## src/rtl/nibble_port_pkg.sv

```systemverilog
package nibble_port_pkg;
  localparam int NIB_W    = 4;
  localparam int NUM_REGS = 1 << NIB_W;

  typedef enum logic [1:0] {
    ST_IDLE,
    ST_WADDR,
    ST_WDONE,
    ST_READ
  } portState_t;

  // control -> datapath strobes and read selection
  typedef struct packed {
    logic             regWr;
    logic             bufLo;
    logic             bufWr;
    logic             addrInc;
    logic [NIB_W-1:0] nib;
    logic [NIB_W-1:0] wrIdx;
    logic             wrHi;
    logic             rdActive;
    logic [NIB_W-1:0] rdIdx;
    logic             rdHi;
  } dpStrobes_t;
endpackage

```

## src/rtl/nibble_port_ctrl.sv

```systemverilog
module nibble_port_ctrl
  import nibble_port_pkg::*;
#(
  parameter int MAR_IDX = 14
) (
  input  logic       clk,
  input  logic       rstN,
  input  logic       hostStrobe,
  input  logic [7:0] hostData,
  output dpStrobes_t stb
);
  portState_t       state, stateN;
  logic [NIB_W-1:0] wrIdx, wrIdxN, rdIdx, rdIdxN;
  logic             wrHi, wrHiN, rdHi, rdHiN, pendLo, pendLoN;
  logic [7:0]       lastByte;
  logic             lastValid;

  logic       dup, take, hiBit, leaveMarHi;
  logic [2:0] cmd;
  logic [NIB_W-1:0] nib;

  assign dup        = lastValid && (hostData == lastByte);
  assign take       = hostStrobe && !dup;
  assign cmd        = hostData[7:5];
  assign hiBit      = hostData[4];
  assign nib        = hostData[3:0];
  assign leaveMarHi = (state == ST_READ) && (rdIdx == 4'(MAR_IDX)) && rdHi;

  always_comb begin
    stateN       = state;
    wrIdxN       = wrIdx;
    wrHiN        = wrHi;
    rdIdxN       = rdIdx;
    rdHiN        = rdHi;
    pendLoN      = pendLo;
    stb          = '0;
    stb.nib      = nib;
    stb.wrIdx    = wrIdx;
    stb.wrHi     = wrHi;
    stb.rdActive = (state == ST_READ);
    stb.rdIdx    = rdIdx;
    stb.rdHi     = rdHi;
    if (take) begin
      case (cmd)
        3'b111: begin
          stb.addrInc = leaveMarHi;
          stateN      = ST_IDLE;
          pendLoN     = 1'b0;
        end
        3'b010: begin
          pendLoN = 1'b0;
          if (state != ST_WADDR) begin
            stb.addrInc = leaveMarHi;
            wrIdxN      = nib;
            wrHiN       = hiBit;
            stateN      = ST_WADDR;
          end
        end
        3'b110: begin
          stb.addrInc = leaveMarHi;
          rdIdxN      = nib;
          rdHiN       = hiBit;
          stateN      = ST_READ;
          pendLoN     = 1'b0;
        end
        3'b000: begin
          if (state == ST_WADDR) begin
            stb.regWr = 1'b1;
            stateN    = ST_WDONE;
          end else if (state == ST_IDLE) begin
            if (!hiBit) begin
              stb.bufLo = 1'b1;
              pendLoN   = 1'b1;
            end else if (pendLo) begin
              stb.bufWr = 1'b1;
              pendLoN   = 1'b0;
            end
          end
        end
        default: ;
      endcase
    end
  end

  always_ff @(posedge clk) begin
    if (!rstN) begin
      state     <= ST_IDLE;
      wrIdx     <= '0;
      wrHi      <= 1'b0;
      rdIdx     <= '0;
      rdHi      <= 1'b0;
      pendLo    <= 1'b0;
      lastByte  <= '0;
      lastValid <= 1'b0;
    end else begin
      state  <= stateN;
      wrIdx  <= wrIdxN;
      wrHi   <= wrHiN;
      rdIdx  <= rdIdxN;
      rdHi   <= rdHiN;
      pendLo <= pendLoN;
      if (hostStrobe) begin
        lastByte  <= hostData;
        lastValid <= 1'b1;
      end
    end
  end

  // a buffer byte is only ever written on top of a held low nibble
  a_r8_hi_needs_lo: assert property (@(posedge clk) disable iff (!rstN)
    stb.bufWr |-> pendLo);
  // a repeated byte raises no strobe
  a_r2_dup_inert: assert property (@(posedge clk) disable iff (!rstN)
    (hostStrobe && lastValid && hostData == lastByte)
      |-> !(stb.regWr || stb.bufWr || stb.bufLo || stb.addrInc));
  // after a commit no second commit until a new address
  a_r4_single_commit: assert property (@(posedge clk) disable iff (!rstN)
    stb.regWr |=> (state == ST_WDONE));
endmodule

```

## src/rtl/nibble_port_dp.sv

```systemverilog
module nibble_port_dp
  import nibble_port_pkg::*;
#(
  parameter int ADDR_W  = 6,
  parameter int MAR_IDX = 14
) (
  input  logic       clk,
  input  logic       rstN,
  input  dpStrobes_t stb,
  output logic [7:0] statusOut
);
  localparam int DEPTH = 1 << ADDR_W;

  logic [7:0]        regQ [NUM_REGS];
  logic [7:0]        bufMem [DEPTH];
  logic [ADDR_W-1:0] addr;
  logic [NIB_W-1:0]  loNib;
  logic [7:0]        addrWide, addrSet, rdByte;
  logic [NIB_W-1:0]  rdNib;

  for (genvar g = 0; g < NUM_REGS; g++) begin : g_reg
    if (g == MAR_IDX) begin : g_window
      assign regQ[g] = '0;
    end else begin : g_plain
      always_ff @(posedge clk) begin
        if (!rstN) regQ[g] <= '0;
        else if (stb.regWr && stb.wrIdx == 4'(g)) begin
          if (stb.wrHi) regQ[g][7:4] <= stb.nib;
          else          regQ[g][3:0] <= stb.nib;
        end
      end
    end
  end

  assign addrWide = 8'(addr);
  always_comb begin
    addrSet = addrWide;
    if (stb.wrHi) addrSet[7:4] = stb.nib;
    else          addrSet[3:0] = stb.nib;
  end

  always_ff @(posedge clk) begin
    if (!rstN) begin
      addr  <= '0;
      loNib <= '0;
    end else begin
      if (stb.bufLo) loNib <= stb.nib;
      if (stb.regWr && stb.wrIdx == 4'(MAR_IDX)) addr <= addrSet[ADDR_W-1:0];
      else if (stb.bufWr || stb.addrInc)         addr <= addr + 1'b1;
    end
  end

  always_ff @(posedge clk) begin
    if (stb.bufWr) bufMem[addr] <= {stb.nib, loNib};
  end

  assign rdByte = (stb.rdIdx == 4'(MAR_IDX)) ? bufMem[addr] : regQ[stb.rdIdx];
  assign rdNib  = stb.rdHi ? rdByte[7:4] : rdByte[3:0];

  always_ff @(posedge clk) begin
    if (!rstN)             statusOut <= '0;
    else if (stb.rdActive) statusOut <= {1'b0, rdNib, 3'b000};
    else                   statusOut <= '0;
  end

  // every buffer step moves the address by exactly one, wrapping
  a_r7_addr_step: assert property (@(posedge clk) disable iff (!rstN)
    ((stb.bufWr || stb.addrInc) && !stb.regWr) |=> addr == ADDR_W'($past(addr) + 1'b1));
  // with no read selected the status lines fall to zero
  a_r6_idle_quiet: assert property (@(posedge clk) disable iff (!rstN)
    !stb.rdActive |=> statusOut == 8'h00);
  // a window write loads the address nibble
  a_r10_addr_load: assert property (@(posedge clk) disable iff (!rstN)
    (stb.regWr && stb.wrIdx == 4'(MAR_IDX) && !stb.wrHi) |=> addr[3:0] == $past(stb.nib));
endmodule

```

## src/rtl/nibble_port_if.sv

```systemverilog
module nibble_port_if
  import nibble_port_pkg::*;
#(
  parameter int ADDR_W  = 6,
  parameter int MAR_IDX = 14
) (
  input  logic       clk,
  input  logic       rstN,
  input  logic       hostStrobe,
  input  logic [7:0] hostData,
  output logic [7:0] statusOut
);
  dpStrobes_t stb;

  nibble_port_ctrl #(.MAR_IDX(MAR_IDX)) i_ctrl (
    .clk(clk), .rstN(rstN), .hostStrobe(hostStrobe), .hostData(hostData), .stb(stb)
  );

  nibble_port_dp #(.ADDR_W(ADDR_W), .MAR_IDX(MAR_IDX)) i_dp (
    .clk(clk), .rstN(rstN), .stb(stb), .statusOut(statusOut)
  );
endmodule

```

## config.mk

```make
export PLATFORM = sky130hd
export DESIGN_NAME = nibble_port_if
export DESIGN_NICKNAME = d
export VERILOG_FILES = /design/src/rtl/nibble_port_pkg.sv /design/src/rtl/nibble_port_ctrl.sv /design/src/rtl/nibble_port_dp.sv /design/src/rtl/nibble_port_if.sv
export SDC_FILE = /design/constraint.sdc
export NUM_CORES = 1
export LEC_CHECK = 0
export BUFFER_PORTS_ARGS = -buffer_cell sky130_fd_sc_hd__buf_4
export CAP_MARGIN = 20
export CORE_AREA = 2 2 239 241
export DETAILED_ROUTE_END_ITERATION = 7
export DIE_AREA = 0 0 241 243
export HOLD_SLACK_MARGIN = 0.03
export PLACE_DENSITY = 0.65
export REMOVE_ABC_BUFFERS = 1
export SYNTH_ARGS = -nofsm -noshare
export SYNTH_HDL_FRONTEND = slang
export SYNTH_SLANG_ARGS = --single-unit
export TNS_END_PERCENT = 5
```

## constraint.sdc

```tcl
create_clock -name clk -period 3.31 [get_ports clk]
set_clock_uncertainty 0.1 [all_clocks]
set_input_delay 0.331 -clock clk [delete_from_list [all_inputs] [get_ports clk]]
set_output_delay 0.331 -clock clk [all_outputs]
set_load 0.02 [all_outputs]
```

# Yosys cells after proc, flatten, opt, wreduce, memory -nomap -nowiden
# Memory sizes are Yosys's and may differ from the RTL's.
# Index checks and enable logic that the tools add are counted.
# word_totals
reg_bits,160
mem_bits_rw,512
inputBits,11
output_inout_bits,8
word_cells,171
n_memories,1
# memory_table
name,depth,word_bits,rd,rd_ports_with_merged_regs,write_ports,line,text
i_dp.bufMem,64,8,1,0,1,nibble_port_dp.sv:15,logic [7:0] bufMem [DEPTH];
# classes
add_sub_neg,1
n_lt_le_gt_ge,1
n_eq_ne,29
mux,27
bitwise,2
reduce_logical,67
# op_table
op,count
AND reduction 2 bit,34
== test 4 bit (second input constant),9
binary-select mux 8 bit (select 4 bit),1
two-way mux 8 bit,3
logical AND 1 bit,20
== test 4 x 3 -> 1 bit (second input constant),4
two-way mux 4 bit,3
two-way mux 6 bit,2
two-way mux 2 bit,5
two-way mux 1 bit,9
== test 4 x 2 -> 1 bit (second input constant),2
== test 8 bit,1
!= test 2 x 1 -> 1 bit (second input constant),4
one-hot mux 2 bit (4 select lines),1
AND reduction 4 bit,2
adder 6 x 1 -> 6 bit (second input constant),1
== test 3 bit (second input constant),2
!= test 2 bit (second input constant),3
>= comparator 5 bit (second input constant),1
inverter 4 -> 5 bit,1
== test 4 x 1 -> 1 bit (second input constant),1
logical NOT 4 bit,1
one-hot mux 1 bit (2 select lines),2
nonzero test 2 bit,2
13 further kinds,13

# Longest topological paths before layout
# logic_depth
word_depth,9
ltp_mapped,11
ltp_nobuf,6

# Hierarchy
# A second synthesis with hierarchy kept.
# hier_totals
hier_cells,1924
area_unflattened_um2,27451.3
# by_module_without_submodules
module,n_inst,cells_per_inst,area_per_inst_um2
nibble_port_dp,1,1805,26332.8
nibble_port_ctrl,1,119,1118.6

# Worst setup path before layout
# OpenSTA, ideal clock, no wires.
# synth_path
kind,reg-to-reg
startpoint,reg i_dp.addr[2]
endpoint,mem i_dp.bufMem[11][0] (enable)
setup_ps,370
t_arrival_ps,2058
required_time_ps,2840
path_slack_ps,781
stages_incl_launch_ff,9
cell_sequence,dfxtp_1 buf_4 buf_4 buf_2 buf_2 buf_2 nor3_1 nand2_1 nor2_1
# synth_rtl
element,line,text
"start, declared",nibble_port_dp.sv:16,logic [ADDR_W-1:0] addr;
"start signal, assigned",nibble_port_dp.sv:48,if (stb.regWr && stb.wrIdx == 4'(MAR_IDX)) addr <= addrSet[ADDR_W-1:0];
"start signal, assigned",nibble_port_dp.sv:49,else if (stb.bufWr || stb.addrInc) addr <= addr + 1'b1;
"end, declared",nibble_port_dp.sv:15,
# Straight into the memory's write port.

# Worst setup path in the final report
# layout_path
startpoint,reg i_dp.addr[1]
endpoint,reg i_dp.statusOut[4]
# layout_between
elab_chain_cells,3
# layout_lines
element,line,text
memory (64 x 8 bit),n/a,
two-way mux 8 bit,nibble_port_dp.sv:57,assign rdByte = (stb.rdIdx == 4'(MAR_IDX)) ? bufMem[addr] : regQ[stb.rdIdx];
two-way mux 4 bit,nibble_port_dp.sv:58,assign rdNib = stb.rdHi ? rdByte[7:4] : rdByte[3:0];
"end signal, assigned",nibble_port_dp.sv:62,"else if (stb.rdActive) statusOut <= {1'b0, rdNib, 3'b000};"
"end, declared",nibble_port_dp.sv:10,output logic [7:0] statusOut
# No other way between the ends.
# A chain may end at the register's enable or synchronous reset.

==> flow_summary.yaml <==
final_layout:
  utilization_pct: 56.30
  drive_above_1_share_pct: 21.08
  fin_nets: 1927
  final_common_cell: "edfxtp_1"
  fillers: 4485
  fin_area_mm2: 0.03150
  layout_common_cells: "edfxtp_1, mux2i_1, buf_4, dfxtp_1, nand2_1"
  area_growth_pct: 13.59
  diodes: 0
worst_setup_path:
  required_ns: 3.67
  r2r_cells: 6
  reg2reg_setup_slack_ns: 0.06
  crit_type: "reg2reg"
  r2r-end: "i_dp.statusOut[4]"
  cp-startpoint: "i_dp.addr[1]"
  reg2reg_from: "i_dp.addr[1]"
  critPathCapture: "i_dp.statusOut[4]"
  worstSetupEndpointType: "flip-flop"
  start_kind: "flip-flop"
  path_max_fanout: 33
  crit_arrival_ns: 3.61
clocking:
  ctsHoldBuffers: 5
  clkLatencyLatePin_ns: 0.62
  clk_path_buf_depth: 3
  cts_tree: "built"
  cts_buffers: 69
  cts.sinks: 668
  h-tree-depth: 3
  clk_pin_slew_ns: 0.06
  post-cts-setup-buffers: 0
  cts_root_buf: "clkbuf_16"
  post_cts_resized: 0
route:
  wl_met1_um: 30490
  drt-pass1-iter-count: 6
  drt-initial-drc-count: 1981
  wl_met3_um: 7272
  routed_wl_um: 74020
  wl_met2_um: 34190
  num_vias: 16800
  top_layer_used: "met5"
  post_drt_wl_per_cell_um: 27.21
  postRouteAntennaNets: 0
  drc_errors: 0
  viasPerCell: 6.176
grt:
  antenna_found_initial: 2
  grt_pass1_vias: 16733
  grt_max_degree: 89
  grt_pass1_wl_um: 110400
  track_usage_pct: 25.73
  overflow: 0
floorplan:
  die_w_um: 241
  die_h_um: 243
  dieArea_mm2: 0.05856
  start_util_pct: 49.56
  core_area_mm2: 0.05595
  ioPinCount: 19
  num_rows: 87
synthesis:
  synth_edf_count: 512
  yosysUniqueCellTypes: 76
  yosysTopAreaCellShare_pct: 55.44
  synth.avg_cell_area_um2: 15.31
  synth_ff_type: "edfxtp_1"
  ys_seq_elements: 668
  yosys_warnings: 0
  synthArstFlopShare_pct: 0
  synth_cells: 1811
  synth-seq-area-share_pct: 66.70
  synth_area_leaders: "edfxtp_1, dfxtp_1, mux2i_1, mux4_2, nor2b_1"
  synth_area_mm2: 0.02773
  synth.largest_area_cell: "edfxtp_1"
pwr:
  power.leakage_nw: 10.94
  power_w: 0.01661
  ir_drop_uv: 407.0
  p_per_area_mw_per_mm2: 527.2
timing:
  hold_viol_final: 0
  slew_headroom_pct: 27.11
  setup_viol: 0
  slew_violations: 0
  worstMarginPinSlew_ns: 1.093
  setup_tns_ns: 0
  fin_crit_ns: 3.247
  rsz0062_at_grt: "false"
  period_share_pct: 98.09
  fmax_ghz: 0.3080
placement:
  placed_area_mm2: 0.02936
  io_buffers: 14
  place.gp.congestion: 0.9886
  dp_hpwl_um: 47220
min_path:
  worstHoldPathType: "in2reg"
status:
  status: "completed"
run:
  cap_violations: 0
state kept, by name, summed over array words and instances, names as in the netlist, 2 cells and up:
signal           count
i_dp.addr            6
i_ctrl.lastByte      8
i_dp.loNib           4
i_ctrl.wrIdx         4
i_dp.bufMem        512
i_dp.regQ          120
i_dp.statusOut       4
i_ctrl.rdIdx         4
i_ctrl.state         2
how the worst min path moves through the flow:
stage	start	end	slack (ns)	depth (start not counted)
after global placement	i_ctrl.lastValid	i_ctrl.lastValid	0.33	1
after CTS	rstN	i_ctrl.lastValid	0.17	2
after detailed placement	i_ctrl.lastValid	i_ctrl.lastValid	0.34	1
final	rstN	i_ctrl.lastValid	0.20	2
after global routing	rstN	i_dp.addr[5]	0.21	2
after floorplan	i_ctrl.lastValid	i_ctrl.lastValid	0.33	1
layer usage:
| layer | track usage (%) | vias to the layer above |
|---|---|---|
| met5 | 0 | - |
| met4 | 8.660 | 4 |
| met3 | 5.448 | 133 |
| met2 | 39.16 | 869 |
| met1 | 36.87 | 8532 |
| li1 | - | 7262 |
cells in the mapped netlist (14+ instances only):
cell type	number
a21oi_1	23
a221o_1	15
a221oi_1	27
a22o_1	29
a22oi_1	33
a31oi_1	14
buf_2	41
buf_4	20
clkbuf_1	63
dfxtp_1	156
edfxtp_1	512
mux2_2	35
mux2i_1	211
mux4_2	80
nand2_1	101
nand3_1	34
nor2_1	86
nor2b_1	93
o21ai_0	40
o22ai_1	24
worst max-delay path: stages (launching register included):
cell	delay, ns
dfxtp_4	0.69
buf_12	0.26
mux4_2	0.54
mux2i_1	0.47
o2111ai_1	0.25
nor4_1	0.56
o22ai_1	0.16
report_power, final:
group	leakage (nW)	switching [W]	internal, W
clock	1.03	0.00320	0.00413
sequential	6.34	0.0000187	0.00898
combinational	3.57	0.000204	0.0000799
per-stage QoR:
step / worst slack (ns) / hold slack [ns] / std cells
floorplan: -2.511 / 0.3275 / 1673
global placement: 0.2792 / 0.3346 / 2595
detailed placement: 0.2490 / 0.3445 / 2595
CTS: 0.2350 / 0.1658 / 2720
global route: 0.1156 / 0.2088 / 2720
finish: 0.06333 / 0.1989 / 2720
logic make-up (layout without fill, tap and decap cells):
kind of cell               count (synthesis)  in the layout  share of synthesized area [%]
AOI/OAI and AO/OA                        256            256                          6.844
buffers and inverters                    145            295                          2.518
muxes                                    326            326                          15.53
adders and majority gates                  1              1                        0.04511
DFF                                      668            668                          66.70
and+or+nand+nor                          406            406                          8.090
xor gates and xnor gates                   8              8                         0.2527
other                                      1              4                        0.01352
cell type report:
cell class	instances	area (µm²)	share of cell area (%)
sequential	668	18520	58.78
multi-input combinational	1001	8547	27.13
clock buffer	90	1899	6.030
timing repair buffer	171	1384	4.393
tap	756	945.9	3.003
clock inverter	30	192.7	0.6117
inverter	4	15.01	0.04767
No activity file was read; power rests on OpenSTA's default activity.
